$ cat src/rtl/qb2_pkg.sv
package qb2_pkg;
    localparam int WORD_W = 18;
    localparam int LANE_W = 9;
    localparam int LANES  = WORD_W / LANE_W;

    typedef logic [WORD_W-1:0] word_t;
    typedef logic [LANES-1:0]  lane_en_t;

    // lo is the word returned first (even location)
    typedef struct packed {
        word_t hi;
        word_t lo;
    } pair_t;

    typedef struct packed {
        lane_en_t hi;
        lane_en_t lo;
    } en_pair_t;

    function automatic word_t merge_lanes(word_t cur, word_t nxt, lane_en_t en_n);
        word_t res;
        res = cur;
        for (int l = 0; l < LANES; l++) begin
            if (!en_n[l]) res[l*LANE_W +: LANE_W] = nxt[l*LANE_W +: LANE_W];
        end
        return res;
    endfunction
endpackage

$ cat src/rtl/qb2_write_capture.sv
module qb2_write_capture
    import qb2_pkg::*;
#(
    parameter int AW = 4
) (
    input  logic          clk,
    input  logic          rst,
    input  logic          k_phase,
    input  logic          wr_n,
    input  logic [AW-1:0] addr,
    input  word_t         wdata,
    input  lane_en_t      be_n,
    output logic          commit_o,
    output logic [AW-1:0] commit_addr,
    output pair_t         commit_data,
    output en_pair_t      commit_en
);
    logic armed;   // lower word held, waiting for K# half
    logic full;    // whole burst held, waiting for commit edge

    always_ff @(posedge clk) begin
        if (rst) begin
            armed       <= 1'b0;
            full        <= 1'b0;
            commit_addr <= '0;
            commit_data <= '0;
            commit_en   <= '1;
        end else if (k_phase) begin
            full  <= 1'b0;
            armed <= !wr_n;
            if (!wr_n) begin
                commit_data.lo <= wdata;
                commit_en.lo   <= be_n;
            end
        end else begin
            full  <= armed;
            armed <= 1'b0;
            if (armed) begin
                commit_addr    <= addr;
                commit_data.hi <= wdata;
                commit_en.hi   <= be_n;
            end
        end
    end

    // commit at the K-rise edge after the address half
    assign commit_o = full && k_phase;

    assert_commit_follows_cmd_R3: assert property (@(posedge clk) disable iff (rst)
        commit_o |-> $past(!wr_n && k_phase, 2));
endmodule

$ cat src/rtl/qb2_storage.sv
module qb2_storage
    import qb2_pkg::*;
#(
    parameter int AW = 4
) (
    input  logic          clk,
    input  logic          rst,
    input  logic [AW-1:0] rd_addr,
    output pair_t         rd_pair,
    input  logic          we,
    input  logic [AW-1:0] wr_addr,
    input  pair_t         wr_data,
    input  en_pair_t      wr_en
);
    localparam int DEPTH = 2 ** (AW + 1);

    word_t mem [DEPTH];

    always_ff @(posedge clk) begin
        if (rst) begin
            for (int i = 0; i < DEPTH; i++) mem[i] <= '0;
        end else if (we) begin
            mem[{wr_addr, 1'b0}] <= merge_lanes(mem[{wr_addr, 1'b0}], wr_data.lo, wr_en.lo);
            mem[{wr_addr, 1'b1}] <= merge_lanes(mem[{wr_addr, 1'b1}], wr_data.hi, wr_en.hi);
        end
    end

    assign rd_pair.lo = mem[{rd_addr, 1'b0}];
    assign rd_pair.hi = mem[{rd_addr, 1'b1}];

    // a disabled low lane of the lower word survives the commit
    assert_masked_lane_kept_R4: assert property (@(posedge clk) disable iff (rst)
        (we && wr_en.lo[0]) |=>
            mem[{$past(wr_addr), 1'b0}][LANE_W-1:0] == $past(mem[{wr_addr, 1'b0}][LANE_W-1:0]));
endmodule

$ cat src/rtl/qb2_read_pipe.sv
module qb2_read_pipe
    import qb2_pkg::*;
(
    input  logic  clk,
    input  logic  rst,
    input  logic  k_phase,
    input  logic  rd_n,
    input  pair_t rd_pair,
    output word_t rdata,
    output logic  rvalid
);
    logic  pend;     // read sampled, pair held in fetch
    pair_t fetch;
    logic  hi_vld;   // upper word waits for the K# half
    word_t hi_hold;

    always_ff @(posedge clk) begin
        if (rst) begin
            pend    <= 1'b0;
            fetch   <= '0;
            hi_vld  <= 1'b0;
            hi_hold <= '0;
            rdata   <= '0;
            rvalid  <= 1'b0;
        end else if (k_phase) begin
            rdata   <= pend ? fetch.lo : '0;
            rvalid  <= pend;
            hi_vld  <= pend;
            hi_hold <= fetch.hi;
            pend    <= !rd_n;
            fetch   <= rd_pair;
        end else begin
            rdata   <= hi_vld ? hi_hold : '0;
            rvalid  <= hi_vld;
            hi_vld  <= 1'b0;
        end
    end

    assert_read_first_word_R2: assert property (@(posedge clk) disable iff (rst)
        (k_phase && !rd_n) |=> ##2 rvalid);
    assert_read_second_word_R2: assert property (@(posedge clk) disable iff (rst)
        (k_phase && !rd_n) |=> ##3 rvalid);
    assert_burst_origin_R1: assert property (@(posedge clk) disable iff (rst)
        $rose(rvalid) |-> (!k_phase && $past(!rd_n && k_phase, 3)));
    assert_idle_zero_R8: assert property (@(posedge clk) disable iff (rst)
        !rvalid |-> (rdata == '0));
endmodule

$ cat src/rtl/qb2_sram_core.sv
module qb2_sram_core
    import qb2_pkg::*;
#(
    parameter int AW = 4
) (
    input  logic                clk,
    input  logic                rst,
    input  logic                k_phase,
    input  logic                rd_n,
    input  logic                wr_n,
    input  logic [AW-1:0]       addr,
    input  logic [WORD_W-1:0]   wdata,
    input  logic [LANES-1:0]    be_n,
    output logic [WORD_W-1:0]   rdata,
    output logic                rvalid
);
    logic          commit;
    logic [AW-1:0] commit_addr;
    pair_t         commit_data;
    en_pair_t      commit_en;
    pair_t         rd_pair;

    qb2_write_capture #(.AW(AW)) u_wcap (
        .clk         (clk),
        .rst         (rst),
        .k_phase     (k_phase),
        .wr_n        (wr_n),
        .addr        (addr),
        .wdata       (wdata),
        .be_n        (be_n),
        .commit_o    (commit),
        .commit_addr (commit_addr),
        .commit_data (commit_data),
        .commit_en   (commit_en)
    );

    qb2_storage #(.AW(AW)) u_store (
        .clk     (clk),
        .rst     (rst),
        .rd_addr (addr),
        .rd_pair (rd_pair),
        .we      (commit),
        .wr_addr (commit_addr),
        .wr_data (commit_data),
        .wr_en   (commit_en)
    );

    qb2_read_pipe u_rpipe (
        .clk     (clk),
        .rst     (rst),
        .k_phase (k_phase),
        .rd_n    (rd_n),
        .rd_pair (rd_pair),
        .rdata   (rdata),
        .rvalid  (rvalid)
    );

    // nothing emerges in the first half-cycle after reset
    assert_reset_quiet_R9: assert property (@(posedge clk)
        $past(rst) |-> (!rvalid && rdata == '0));
endmodule

$ cat config.mk
export PLATFORM = sky130hd
export DESIGN_NAME = qb2_sram_core
export DESIGN_NICKNAME = d
export VERILOG_FILES = /design/src/rtl/qb2_pkg.sv /design/src/rtl/qb2_write_capture.sv /design/src/rtl/qb2_storage.sv /design/src/rtl/qb2_read_pipe.sv /design/src/rtl/qb2_sram_core.sv
export SDC_FILE = /design/constraint.sdc
export NUM_CORES = 1
export LEC_CHECK = 0
export BUFFER_PORTS_ARGS = -buffer_cell sky130_fd_sc_hd__buf_2
export CAP_MARGIN = 10
export CORE_MARGIN = 5
export CORE_UTILIZATION = 55
export DETAILED_ROUTE_END_ITERATION = 10
export GPL_TIMING_DRIVEN = 0
export PLACE_DENSITY_LB_ADDON = 0.12
export SYNTH_ARGS = -nofsm -noshare
export SYNTH_HDL_FRONTEND = slang
export SYNTH_SLANG_ARGS = --single-unit
$ cat constraint.sdc
create_clock -name clk -period 3 [get_ports clk]
set_clock_uncertainty 0.2 [all_clocks]
set_input_delay 0.3 -clock clk [delete_from_list [all_inputs] [get_ports clk]]
set_output_delay 0.3 -clock clk [all_outputs]
set_load 0.01 [all_outputs]
# Word-level counts from Yosys, hierarchy flattened
# Memories as Yosys holds them, arrays and structs flattened. A register that Yosys moved wholly into a read port is not among the register bits.
# Index checks and enable logic that the tools add are counted.
# totals
register_bits	85
latchBits	0
mem_bits_rw	576
mem_bits_ro	0
output_inout_bits	19
word_cells	59
mem_count	1
# classes
addsub	0
multipliers	0
div	0
order_cmp	0
n_eq_ne	4
shifts	0
muxes	27
bitwise_logic	2
reduce_logical	13
# memory_table
name	words	width	read_ports	rd_ports_with_merged_regs	wr	line_no	rtl
u_store.mem	32	18	2	2	32	qb2_storage.sv:17	word_t mem [DEPTH];
# op_table
operator	count
two-way mux 9 bit	12
two-way mux 18 bit	5
OR reduction 18 bit	2
!= test 3 bit, second input constant	4
AND reduction 2 bit	6
two-way mux 5 bit	2
two-way mux 1 bit	6
two-way mux 2 bit	2
OR reduction 2 bit	2
logical NOT 1 bit	2
NOT 1 bit	2
logical AND 1 bit	1

# Longest topological paths before layout
# logic_depth
word_depth	7
depth_mapped	7

# By module
# Synthesis repeated with hierarchy kept, for this count alone.
# unflattened
cells_unflattened	2152
area_unflattened_um2	29689.7
# modules_own_cells
module	n_inst	cells_per_inst	area_per_inst_um2
qb2_storage	1	1710	25066.5
qb2_read_pipe	1	264	2710.1
qb2_write_capture	1	178	1913.1

# Least setup slack after synthesis
# Ideal clock, no wire load.
# synth_path
path_kind	input-to-reg
startpoint	input port rst
endpoint	memory u_store.mem[6][0] (netlist bit) (enable)
setup_time_ns	0.312
arrival_time_ns	1.501
required_time_ns	2.488
path_slack_ns	0.987
cell_stages	7
n_path_buf	3
cell_sequence	clkbuf_2 -> nand3b_4 -> or2_1 -> clkbuf_2 -> buf_12 -> nor2_4 -> or2_2
# synth_lines
item	line_no	rtl
start, declared	qb2_sram_core.sv:7	input logic rst,
end, declared	qb2_storage.sv:17	

==> results.txt <==
----------------------------------------------------
[Pwr]
  Worst supply voltage drop on vdd ... roughly 0.48 mV
  Fraction of power consumed by combinational cells ... 5.8%
  Switching fraction of total power ... about 22%
  Clock group share of total power ... 43.1%
  Part of the power in registers ... between 50% and 60%
  Internal Dissipation ... 16700 uW
  Power spent charging and discharging nets ... roughly 4800 uW
  Leakage ... about 0.014 uW
  Power density over cell area ... about 600 nW/um^2

[Global routing]
  Remaining global-route overflow ... 0
  Antenna violations before repair ... 10
  Layer with the highest usage after global routing ... met2
  Overall Global Routing Usage ... slightly below 30%
  Fraction of met1 tracks used by global routing ... 41.2%
  GR met2 Demand/Resource ... around 45%
  Global-route wire length before repair ... around 130000 um
  Met3 usage ... ~4.2%
  Maximum number of pins on one net before global-route repair ... 15
  Number of global-route vias before repair ... 19870

[STA]
  Final worst-path cycle share ... 100%
  Final Hold Viols ... 0
  Unrepaired setup endpoints after global routing ... false
  Tightest Pin Transition ... 1170 ps
  PnR worst setup slack ... -9.32 ps
  Fin Hold WS ... around 140 ps
  Maximum achievable frequency ... between 0.3 and 0.4 GHz
  Number of max-slew violations in the final report ... 0
  Number of failing setup endpoints in the final timing report ... 9
  Worst slew slack as a fraction of its limit ... approximately 22%
  Time the final worst path needs with I/O delays and setup ... 3010 ps

[Routing]
  Vias after detailed routing ... between 20000 and 25000
  Final wirelength ... a little under 90000 um
  Total DRC errors in the routed layout ... 0
  Number of search-and-repair iterations in the first detailed-routing pass ... 5
  Routed Antenna Nets ... 0
  Detailed Route Iter0 Violations ... approximately 2100
  Via density ... 5.85
  Wire length per cell ... 25.9 um

[Worst setup path]
  Data arrival time of the critical path ... 3100 ps
  Worst path cell trace ... and2b_1 > nand3_1 > nor2_1 > or2_2
  Worst R2R Path Depth ... 4
  Origin of the critical flop-to-flop path ... u_wcap.commit_addr[3]$_SDFFE_PP0P_
  Worst stage delay on the critical path ... 810 ps
  WP data required ... 3090 ps
  Crit Path Class ... reg -> reg
  Crit-path max FO ... 10
  Endpoint class of the critical path ... flip-flop
  Worst setup slack for register-to-register paths ... -9 ps
  Crit-path slowest cell ... nor2_1
  FF-to-FF End ... u_store.mem[14][12]$_SDFFCE_PN0P_
  Kind of start point of the critical path ... flip-flop

[Floorplan]
  Die boundary width ... between 200 and 250 um
  I/O pin total ... between 40 and 50
  Vert. Die Dim ... roughly 250 um
  Die area ... 61100 um^2
  Core Region ... ~56000 um^2
  Row count ... 87
  Starting density of the core ... between 50 and 60%

[Clocking]
  Total clock buffers created by CTS ... 73
  TritonCTS clock tree ... yes
  TritonCTS Sinks ... 697
  Setup Fix Bufs, Post-CTS ... 0
  Master cell of the clock root buffer ... clkbuf_16
  Number of buffers on the longest clock path ... 3
  Clock transition time at the flip-flop clock pins of the worst setup and hold paths ... roughly 60 ps
  Insertion delay to the later sink of the worst-skew pair ... around 620 ps
  CTS H-tree depth ... 3

[Run]
  Count of maximum capacitance violations ... 0

[Cells and area]
  Proportion of layout cells with a drive suffix above 1 ... about an eighth
  Total area of sequential cells ... a little under 20000 um^2
  Synthesis-to-layout area growth ... 12.9%
  Net count reported at finish ... 2636
  Fill cells ... between 4000 and 5000
  Area occupied by multi-input gates ... around 11000 um^2

[Synthesis]
  Avg Inst Size Synth ... around 13 um^2
  Count of different cell masters after synthesis ... 32
  Post-synthesis net count ... 2478
  Summed instance area of the synthesized netlist ... 30900 um^2
  Gate count after technology mapping ... 2449
  Total number of yosys warnings ... 0
  #FFs+latches synth ... approximately 700
  Portion of synthesized cell area occupied by the leading cell type ... between 50% and 60%
  Sequential cell area fraction in the yosys report ... around 64%
  Top area cells in the synthesized netlist ... edfxtp_1 (56%), and2_1 (12%), mux2i_1 (9.3%)
  Post-synth top area cell ... edfxtp_1

[Min path]
  Min-Delay Path Class ... in -> reg
  Origin of the worst min-delay path ... k_phase
  End point of the worst hold path ... u_wcap.commit_addr[1]$_SDFFE_PP0P_
  Number of cells traversed by the worst hold path ... 5

[Placed design]
  Worst setup timing slack at the placement stage ... ~85 ps
  GP Congestion ... between 0.9 and 1
  Port Buffers ... 44
  Final HPWL DP ... around 62000 um

[Outcome]
  Result of the run ... finished with violations
  Violated checks ... setup timing

----------------------------------------------------
critical path, delay by kind of cell, from the launching register on:
| family | cells | cell delay (ps) |
|---|---|---|
| DFF | 1 | 460 |
| and+or+nand+nor | 4 | 2030 |
power groups by stage:
stage	sequential (uW)	clock, uW	combinational, uW
5_1_grt	11000	9690	1320
2_1_floorplan	11100	0	745
3_3_place_gp	11100	0	1170
4_1_cts	11000	9290	1230
3_5_place_dp	11200	0	1190
6_report	11000	9270	1250
Yosys cell counts:
master and instances:
a211oi_1 1, clkbuf_1 101, nor2_1 49, nor2_8 2, or3b_1 1, a22oi_1 72, nor2b_1 23, clkbuf_2 5
buf_4 4, edfxtp_1 576, or2_2 64, buf_8 3, buf_1 1, mux2i_1 289, nand2_1 205, a22o_1 17
a21oi_1 129, dfxtp_1 121, nand3_1 114, a21o_1 1, nand3b_4 1, a32o_1 1, and2_1 577, and2b_1 3
nand2b_1 2, and3b_1 1, buf_12 1, buf_2 37, nand3b_1 5, nor2_4 38, nand4_1 1, or2_1 4
per-stage QoR:
stage	setup TNS [ps]	power [uW]	instances	utilization [%]	cell area, um^2
2_1_floorplan	0	11800	2449	-	30900
3_3_place_gp	0	12300	3249	57.3	32100
3_5_place_dp	0	12400	3250	57.3	32100
4_1_cts	0	21500	3422	62.3	34900
5_1_grt	0	22000	3424	62.3	34900
6_report	-64.4	21500	3425	62.3	34900
cells by family (layout without fill, tap and decap cells):
logic type / after synthesis / after routing / share of synthesized area, %
AND/OR/NAND/NOR: 1090 / 1090 / 20.3
flip-flops: 697 / 697 / 63.7
multiplexers: 289 / 289 / 9.35
AO/OA/AOI/OAI: 221 / 221 / 4.39
buffers and inverters: 152 / 369 / 2.22
other: 0 / 3 / 0
what timing repair did:
action,CTS,global route
resized for setup,0,3
endpoints found under the hold margin,44,0
hold buffers,38,0
endpoints found under the setup margin,0,6
layout by cell type, fill, tap and decap left out, types with 4 or more instances in the layout:
| cell | netlist | layout |
|---|---|---|
| nand3b_1 | 5 | 5 |
| a22o_1 | 17 | 17 |
| clkbuf_1 | 101 | 119 |
| or2_2 | 64 | 64 |
| nor2_1 | 49 | 49 |
| a22oi_1 | 72 | 72 |
| clkbuf_8 | 0 | 9 |
| dlygate4sd3_1 | 0 | 38 |
| buf_2 | 37 | 81 |
| clkinv_1 | 0 | 5 |
| and2_1 | 577 | 577 |
| clkbuf_2 | 5 | 6 |
| bufinv_16 | 0 | 7 |
| a21oi_1 | 129 | 129 |
| or2_1 | 4 | 4 |
| buf_4 | 4 | 4 |
| clkinv_2 | 0 | 13 |
| nor2b_1 | 23 | 23 |
| mux2i_1 | 289 | 289 |
| nor2_4 | 38 | 38 |
| dfxtp_1 | 121 | 121 |
| nand3_1 | 114 | 114 |
| edfxtp_1 | 576 | 576 |
| clkbuf_16 | 0 | 76 |
| nand2_1 | 205 | 205 |
area by class of cell:
class / instances / area share [%]
multi-input combinational: 1600 / 30.2
buffer: 152 / 1.97
clock buffer: 104 / 6.00
tap: 756 / 2.71
sequential: 697 / 56.4
timing repair buffer: 83 / 1.75
antenna: 3 / 0.0215
clock inverter: 30 / 0.963
metal layers:
| layer | wire, um | vias up |
|---|---|---|
| met1 | 37300 | 10004 |
| li1 | - | 8969 |
| met4 | 3390 | 0 |
| met3 | 7220 | 172 |
| met5 | 0 | - |
| met2 | 40600 | 897 |
state kept, by name, summed over array words and instances, names as in the netlist:
signal / cells
u_wcap.commit_en: 4
u_rpipe.rvalid: 1
u_wcap.commit_data: 36
u_wcap.armed: 1
u_rpipe.fetch: 36
u_wcap.full: 1
u_rpipe.rdata: 18
u_rpipe.pend: 1
u_rpipe.hi_hold: 18
u_rpipe.hi_vld: 1
u_store.mem: 576
u_wcap.commit_addr: 4
how the worst max path moves through the flow:
stage,from,slack (ps),cells past startpoint,to
after global routing,u_wcap.commit_addr[3]$_SDFFE_PP0P_,10,4,u_store.mem[14][9]$_SDFFCE_PN0P_
after global placement,addr[1],50,6,u_rpipe.fetch[34]$_SDFFE_PP0P_
after floorplan,rst,990,7,u_store.mem[6][0]$_SDFFCE_PN0P_
after CTS,u_wcap.commit_addr[3]$_SDFFE_PP0P_,80,4,u_store.mem[14][15]$_SDFFCE_PN0P_
final,u_wcap.commit_addr[3]$_SDFFE_PP0P_,-9,4,u_store.mem[14][12]$_SDFFCE_PN0P_
after detailed placement,u_wcap.commit_addr[3]$_SDFFE_PP0P_,90,4,u_store.mem[14][15]$_SDFFCE_PN0P_
No activity file was read; power rests on OpenSTA's default activity.
